File: config.mk
export PLATFORM = sky130hd
export DESIGN_NAME = pulse_irq_ctrl
export DESIGN_NICKNAME = d
export VERILOG_FILES = /design/src/rtl/irq_pkg.sv /design/src/rtl/irq_bank.sv /design/src/rtl/irq_gate.sv /design/src/rtl/pulse_irq_ctrl.sv
export SDC_FILE = /design/constraint.sdc
export NUM_CORES = 1
export LEC_CHECK = 0
export ABC_AREA = 1
export BUFFER_PORTS_ARGS = -buffer_cell sky130_fd_sc_hd__clkbuf_2
export CAP_MARGIN = 25
export CORE_AREA = 2 2 50 52
export DETAILED_ROUTE_END_ITERATION = 10
export DIE_AREA = 0 0 52 54
export GPL_ROUTABILITY_DRIVEN = 0
export PLACE_DENSITY = 0.81
export SYNTH_ARGS = -nofsm -noshare
export SYNTH_HDL_FRONTEND = slang
export SYNTH_SLANG_ARGS = --single-unit
File: constraint.sdc
create_clock -name clk_i -period 2.02 [get_ports clk_i]
set_input_delay 0.101 -clock clk_i [delete_from_list [all_inputs] [get_ports clk_i]]
set_output_delay 0.101 -clock clk_i [all_outputs]
set_load 0.05 [all_outputs]
File: src/rtl/irq_pkg.sv
package irq_pkg;
  localparam int NUM_BANKS = 3;
  localparam int BANK_W    = 4;
  localparam int ADDR_W    = 3;
  localparam int TOTAL_W   = NUM_BANKS * BANK_W;
  localparam int REQ_BASE  = 0;
  localparam int MASK_BASE = NUM_BANKS;
  localparam int CTRL_ADDR = 2 * NUM_BANKS;
  // implemented request/mask bits, bank C bit 3 absent
  localparam logic [TOTAL_W-1:0] IMPL_BITS = 12'h7FF;
endpackage

File: src/rtl/irq_bank.sv
module irq_bank #(
  parameter int W = 4,
  parameter logic [W-1:0] IMPL = '1
) (
  input  logic         clk_i,
  input  logic         rst_ni,
  input  logic [W-1:0] evt_i,
  input  logic         req_wr_i,
  input  logic         mask_wr_i,
  input  logic [W-1:0] wdata_i,
  output logic [W-1:0] req_o,
  output logic [W-1:0] mask_o
);
  logic [W-1:0] clr;

  assign clr = req_wr_i ? wdata_i : '0;

  always_ff @(posedge clk_i or negedge rst_ni) begin
    if (!rst_ni) begin
      req_o  <= '0;
      mask_o <= '0;
    end else begin
      if (mask_wr_i) mask_o <= wdata_i & IMPL;
      // capture after clear: a fresh event survives a same-cycle clear
      req_o <= ((req_o & ~clr) | (evt_i & mask_o)) & IMPL;
    end
  end
endmodule

File: src/rtl/irq_gate.sv
module irq_gate (
  input  logic clk_i,
  input  logic rst_ni,
  input  logic ctrl_wr_i,
  input  logic en_wdata_i,
  input  logic halt_enter_i,
  input  logic auto_hold_i,
  input  logic any_req_i,
  output logic gie_o,
  output logic irq_o
);
  always_ff @(posedge clk_i or negedge rst_ni) begin
    if (!rst_ni) begin
      gie_o <= 1'b0;
    end else begin
      if (ctrl_wr_i) gie_o <= en_wdata_i;
      if (halt_enter_i && !auto_hold_i) gie_o <= 1'b1;
    end
  end

  assign irq_o = gie_o & ~auto_hold_i & any_req_i;
endmodule

File: src/rtl/pulse_irq_ctrl.sv
module pulse_irq_ctrl
  import irq_pkg::*;
(
  input  logic              clk_i,
  input  logic              rst_ni,
  input  logic [3:0]        pin_evt_i,
  input  logic              tick_slow_i,
  input  logic              tick_fast_i,
  input  logic              nvm_done_i,
  input  logic              conv_done_i,
  input  logic              lvl_det_i,
  input  logic              cnt_zero_i,
  input  logic              cnt_match_i,
  input  logic              halt_enter_i,
  input  logic              auto_hold_i,
  input  logic              reg_we_i,
  input  logic [ADDR_W-1:0] reg_addr_i,
  input  logic [BANK_W-1:0] reg_wdata_i,
  output logic [BANK_W-1:0] reg_rdata_o,
  output logic              irq_o
);
  logic [TOTAL_W-1:0] evt_vec;
  logic [TOTAL_W-1:0] req_q;
  logic [TOTAL_W-1:0] mask_q;
  logic               gie_q;
  logic               ctrl_wr;

  assign evt_vec = {1'b0, lvl_det_i, cnt_zero_i, cnt_match_i,
                    tick_slow_i, tick_fast_i, nvm_done_i, conv_done_i,
                    pin_evt_i};

  for (genvar b = 0; b < NUM_BANKS; b++) begin : g_bank
    logic req_wr, mask_wr;
    assign req_wr  = reg_we_i && (reg_addr_i == ADDR_W'(REQ_BASE + b));
    assign mask_wr = reg_we_i && (reg_addr_i == ADDR_W'(MASK_BASE + b));

    irq_bank #(
      .W    (BANK_W),
      .IMPL (IMPL_BITS[b*BANK_W +: BANK_W])
    ) u_bank (
      .clk_i     (clk_i),
      .rst_ni    (rst_ni),
      .evt_i     (evt_vec[b*BANK_W +: BANK_W]),
      .req_wr_i  (req_wr),
      .mask_wr_i (mask_wr),
      .wdata_i   (reg_wdata_i),
      .req_o     (req_q[b*BANK_W +: BANK_W]),
      .mask_o    (mask_q[b*BANK_W +: BANK_W])
    );
  end

  assign ctrl_wr = reg_we_i && (reg_addr_i == ADDR_W'(CTRL_ADDR));

  irq_gate u_gate (
    .clk_i        (clk_i),
    .rst_ni       (rst_ni),
    .ctrl_wr_i    (ctrl_wr),
    .en_wdata_i   (reg_wdata_i[0]),
    .halt_enter_i (halt_enter_i),
    .auto_hold_i  (auto_hold_i),
    .any_req_i    (|req_q),
    .gie_o        (gie_q),
    .irq_o        (irq_o)
  );

  always_comb begin
    reg_rdata_o = '0;
    for (int b = 0; b < NUM_BANKS; b++) begin
      if (reg_addr_i == ADDR_W'(REQ_BASE + b))  reg_rdata_o = req_q[b*BANK_W +: BANK_W];
      if (reg_addr_i == ADDR_W'(MASK_BASE + b)) reg_rdata_o = mask_q[b*BANK_W +: BANK_W];
    end
    if (reg_addr_i == ADDR_W'(CTRL_ADDR)) reg_rdata_o = {{(BANK_W-1){1'b0}}, gie_q};
  end
endmodule

---- Word-level counts from Yosys, hierarchy flattened ----
Cells that the tools add are included.
storage, ports and cells
  register bits after elaboration ......... 23
  latch bits .............................. 0
  memory bits (writable) .................. 0
  memory bits (read-only) ................. 0
  bits of input ports ..................... 23
  output and inout bits ................... 5
  logic and storage cells ................. 52
  memories ................................ 0
operators by class
  add/subtract/negate cells ............... 0
  multiply operators ...................... 0
  div/mod/pow operators ................... 0
  order comparisons ....................... 0
  eq/ne operators ......................... 6
  shifts and indexed selects .............. 0
  mux-type cells .......................... 12
  bitwise logic cells ..................... 15
  reductions and logical operators ........ 12
operators with widths
  cell                  number
  $mux W4               9
  $and A4 B4 Y4         4
  $reduce_or A11 Y1     1
  $eq A3 B3 Y1 const B  3
  $logic_and A1 B1 Y1   8
  $not A4 Y4            2
  $or A4 B4 Y4          2
  $and A3 B3 Y3         2
  $eq A3 B2 Y1 const B  2
  $eq A3 B1 Y1 const B  1
  $logic_not A3 Y1      1
  $mux W3               1
  $not A3 Y3            1
  $or A3 B3 Y3          1
  $and A1 B1 Y1         2
  $mux W1               2
  $reduce_bool A2 Y1    1
  $logic_not A1 Y1      1
  $not A1 Y1            1

---- Logic depth before layout (Yosys ltp) ----
  depth in word-level cells ............... 8
  gate-level depth with buffers ........... 8
  mapped depth without buffers ............ 7

---- Cells and area by module ----
A second synthesis with hierarchy kept.
unflattened totals
  cells, all modules ...................... 188
  area, all modules ....................... 1295.0 sq um
modules (own cells, without submodules)
  module                            instances  cells each  area each (sq um)  sequential area each (sq um)
  irq_bank at g_bank[0].u_bank ...  2          36          310.3              200.2
  pulse_irq_ctrl                    1          77          366.6              0.0
  irq_bank at g_bank[2].u_bank      1          30          251.5              150.1
  irq_gate                          1          9           56.3               25.0

---- Worst setup path before layout ----
Ideal clock, no wire load.
  path type ............................... in2out
  start point ............................. input reg_addr_i[0]
  end point ............................... output reg_rdata_o[3]
  data arrival time ....................... 1.356 ns
  required time ........................... 1.919 ns
  setup slack ............................. 0.563 ns
  stages .................................. 6
  path buffers ............................ 1
  path through ............................ buf_4 > nor2_4 > nand2_2 > inv_2 > nor2_1 > a31oi_1
on the way
  word-level cells in the longest chain between the ends .. 8
  elaborated cells between the ends (all ways) .. 14
  classes of those cells .................. eq/ne: 6; mux: 7; reduce/logical: 1
ends and longest elaborated chain
  item                RTL line              source
  start: declaration  pulse_irq_ctrl.sv:17  input logic [ADDR_W-1:0] reg_addr_i,
  $logic_not A3 Y1    pulse_irq_ctrl.sv:69  if (reg_addr_i == ADDR_W'(REQ_BASE + b)) reg_rdata_o = req_q[b*BANK_W +: BANK_W];
  $mux W4             pulse_irq_ctrl.sv:69
  $mux W4             pulse_irq_ctrl.sv:70  if (reg_addr_i == ADDR_W'(MASK_BASE + b)) reg_rdata_o = mask_q[b*BANK_W +: BANK_W];
  $mux W4             pulse_irq_ctrl.sv:69
  $mux W4             pulse_irq_ctrl.sv:70
  $mux W4             pulse_irq_ctrl.sv:69
  $mux W4             pulse_irq_ctrl.sv:70
  $mux W4 *           pulse_irq_ctrl.sv:72  if (reg_addr_i == ADDR_W'(CTRL_ADDR)) reg_rdata_o = {{(BANK_W-1){1'b0}}, gie_q};
  end: declaration    pulse_irq_ctrl.sv:19  output logic [BANK_W-1:0] reg_rdata_o,
Every way passes the cells marked *; elsewhere a longest branch is shown, timed or not.

---- Worst setup path in the final report ----
  start point ............................. register g_bank[2].u_bank.req_o[2]
  end point ............................... output irq_o
on the way
  word-level cells in the longest chain between the ends .. 2
ends and longest elaborated chain
  item                      RTL line              source
  start: declaration        irq_bank.sv:11        output logic [W-1:0] req_o,
  start signal: assignment  irq_bank.sv:25        req_o <= ((req_o & ~clr) | (evt_i & mask_o)) & IMPL;
  $reduce_or A11 Y1         pulse_irq_ctrl.sv:61  .any_req_i (|req_q),
  $and A1 B1 Y1             irq_gate.sv:21        assign irq_o = gie_o & ~auto_hold_i & any_req_i;
  end: declaration          pulse_irq_ctrl.sv:20  output logic irq_o
No other way between the ends.

==> impl_metrics.yaml <==
clock_network:
  cts_sinks: 23
  post_cts_resized: 0
  clock_latency_ns: 0.32
  clock_path_buffers: 2
  clk_pin_slew_ns: 0.13
  cts_root_buffer: "clkbuf_4"
  cts_buffers: 3
  htree_levels: 1
  cts_tree: "done"
routing:
  drc_errors: 0
  vias: 1220
  wirelength_um: 2910
  wl_per_cell_um: 12.6
  vias_per_cell: 5.28
  ant_nets: 0
  dr.first_iter.drc_count: 34
  first_pass_iters: 5
worst_setup_path:
  reg2reg_depth: 2
  rr_startpoint: "u_gate.gie_o"
  setup.worst_path.start: "g_bank[2].u_bank.req_o[2]"
  crit_path_end_kind: "primary output"
  r2r_setup_slack_ns: 1.30
  crit_type: "reg -> out"
  required_ns: 1.92
  timing.rr.end: "u_gate.gie_o"
  setup.worst_path.start_class: "flip-flop"
  cp_max_fo: 3
  crit_arrival_ns: 1.44
floorplan:
  die_area_um2: 2810
  ios: 28
  core_area_um2: 2320
  die_w_um: 52
  rows: 18
  initial_core_util_pct: 52.0
  die_h_um: 54
global_route:
  grt_pass1_wl_um: 4640
  grt_pass1_vias: 1107
  grt.overflow.total: 0
  antenna_found_initial: 0
  grt_usage_pct: 22.4
  grt_max_degree: 24
synthesis:
  yosys.cell_types.count: 17
  synthArstFlopShare_pct: 100
  syn_area_um2: 1210
  syn_nets: 184
  synthTopCellsByCount: "nand2_1 (50), dfrtp_1 (23), nor2_1 (18)"
  synth_area_leaders: "dfrtp_1 (48%), nand2_1 (16%), o21ai_0 (6.6%)"
  yosysTopAreaCellShare_pct: 47.7
  synth-edff-count: 0
  synthMostInstantiatedCell: "nand2_1"
  yosysSeqAreaShare_pct: 47.7
  ys_warn_count: 0
  ys_ff_latch: 23
  synth_ff_type: "dfrtp_1"
  syn_area_per_cell_um2: 7.49
  netlist_instances: 161
  synth_top_area_cell: "dfrtp_1"
sta:
  min_period_ns: 1.54
  fin_setup_tns_ns: 0
  hold_viol: 0
  slew_viol_final: 0
  setup_viol: 0
  worst_slack_ns: 0.482
  max_clock_freq_mhz: 650
  max_slew.worst_pin.slew_ns: 0.566
  slew_headroom_pct: 62.2
  rsz0062_at_grt: "false"
  fin_skew_ns: 0.00670
  timing.final.crit_share_pct: 76.1
finish:
  fillerInstances: 199
  diodes: 0
  finalNetCount: 225
  final_layout_size_suffix_gt1_share_pct: 19.4
  syn_to_final_growth_pct: 24.4
min_path:
  hold_path_class: "in -> reg"
  min-delay-start: "auto_hold_i"
  min_to: "u_gate.gie_o"
  hold_depth: 2
power:
  clockPowerShare_pct: 19.5
  peakVddDrop_v: 0.000563
  p_int_mw: 0.719
  p_leak_nw: 0.753
  switching_power_mw: 0.404
  p_per_area_nw_per_um2: 749
  seqPwrFrac_pct: 54.4
  pwr-share-comb_pct: 26.1
  p_sw_share_pct: 35.9
flow_run:
  drv_cap: 0
status:
  status: "finished clean"
place:
  pre_cts_slack_ns: 0.736
  numPortBuffers: 27
  dp_hpwl_um: 2140
routing by layer:
layer	up-vias	global-route usage [%]	routed length, um
met5	-	0	0
met4	0	10.1	55
met3	6	3.06	180
met2	40	36.3	1380
met1	573	30.1	1290
li1	601	-	-
cell usage in the layout (no fill, tap or decap):
cell           netlist  routed
nand2_2              3       3
inv_4                1       1
o21ai_0             16      16
inv_2                2       2
dlygate4sd3_1        0      12
o221ai_1             1       1
a31oi_1              1       1
clkbuf_2             0      27
clkinv_2             0       1
inv_1               16      16
clkbuf_4             0       3
nand2_1             50      50
nand4_1              7       7
o21ai_1              8       8
nand3_1             10      10
nor2_4               1       1
dfrtp_1             23      23
nor3_4               1       1
nor2_1              18      18
what timing repair did:
item                                   4_1_cts  5_1_grt
hold buffers                                12        0
endpoints found under the hold margin       34        0
buffers inserted                             0        0
metrics by stage:
step                power, mW  util (%)  cells  cell area [um^2]  hold slack [ns]
global placement        0.881      58.3    215              1350            0.123
global route             1.19      64.7    231              1500           0.0220
floorplan               0.799         -    161              1210           -0.195
detailed placement      0.892      58.3    215              1350            0.128
finish                   1.12      64.7    231              1500           0.0126
CTS                      1.12      64.7    231              1500           0.0122
sequential cells by signal (all words and copies together), names as in the netlist:
signal	count
g_bank.u_bank.req_o	11
g_bank.u_bank.mask_o	11
u_gate.gie_o	1
critical path, cell delays in order (launching register included):
cell and delay [ns]:
dfrtp_1 0.42, nor2_1 0.13, nand4_1 0.09, o21ai_0 0.18, nor2_1 0.06, clkbuf_2 0.23
power by group through the flow:
stage                     Clock [mW]  Combinational (mW)  Sequential [mW]
final                          0.219               0.293            0.611
after global routing           0.238               0.327            0.621
after CTS                      0.221               0.295            0.608
after detailed placement           0               0.276            0.616
after global placement             0               0.266            0.614
after floorplan                    0               0.204            0.595
layout make-up:
class	count	area [um^2]	area share, %
clock buffers	3	22.5	1.50
inverters	19	73.8	4.92
multi-input cells	116	531	35.4
flip-flops and latches	23	576	38.4
clock inverters	1	5.00	0.334
repair buffers	39	255	17.0
well taps	30	37.5	2.50
kinds of logic (layout without fill, tap and decap cells):
| logic type | after synthesis | in the layout | synth area share [%] |
|---|---|---|---|
| compound gates | 26 | 26 | 11.2 |
| simple gates | 90 | 90 | 32.8 |
| buf+inv | 22 | 62 | 8.30 |
| flops | 23 | 23 | 47.7 |
worst max path at each step:
stage,to,depth (start not counted)
final,irq_o,5
after global routing,reg_rdata_o[1],7
after CTS,irq_o,5
after detailed placement,reg_rdata_o[1],9
after global placement,reg_rdata_o[3],7
after floorplan,reg_rdata_o[3],6
Note: power is estimated with default switching activity, not from simulation.
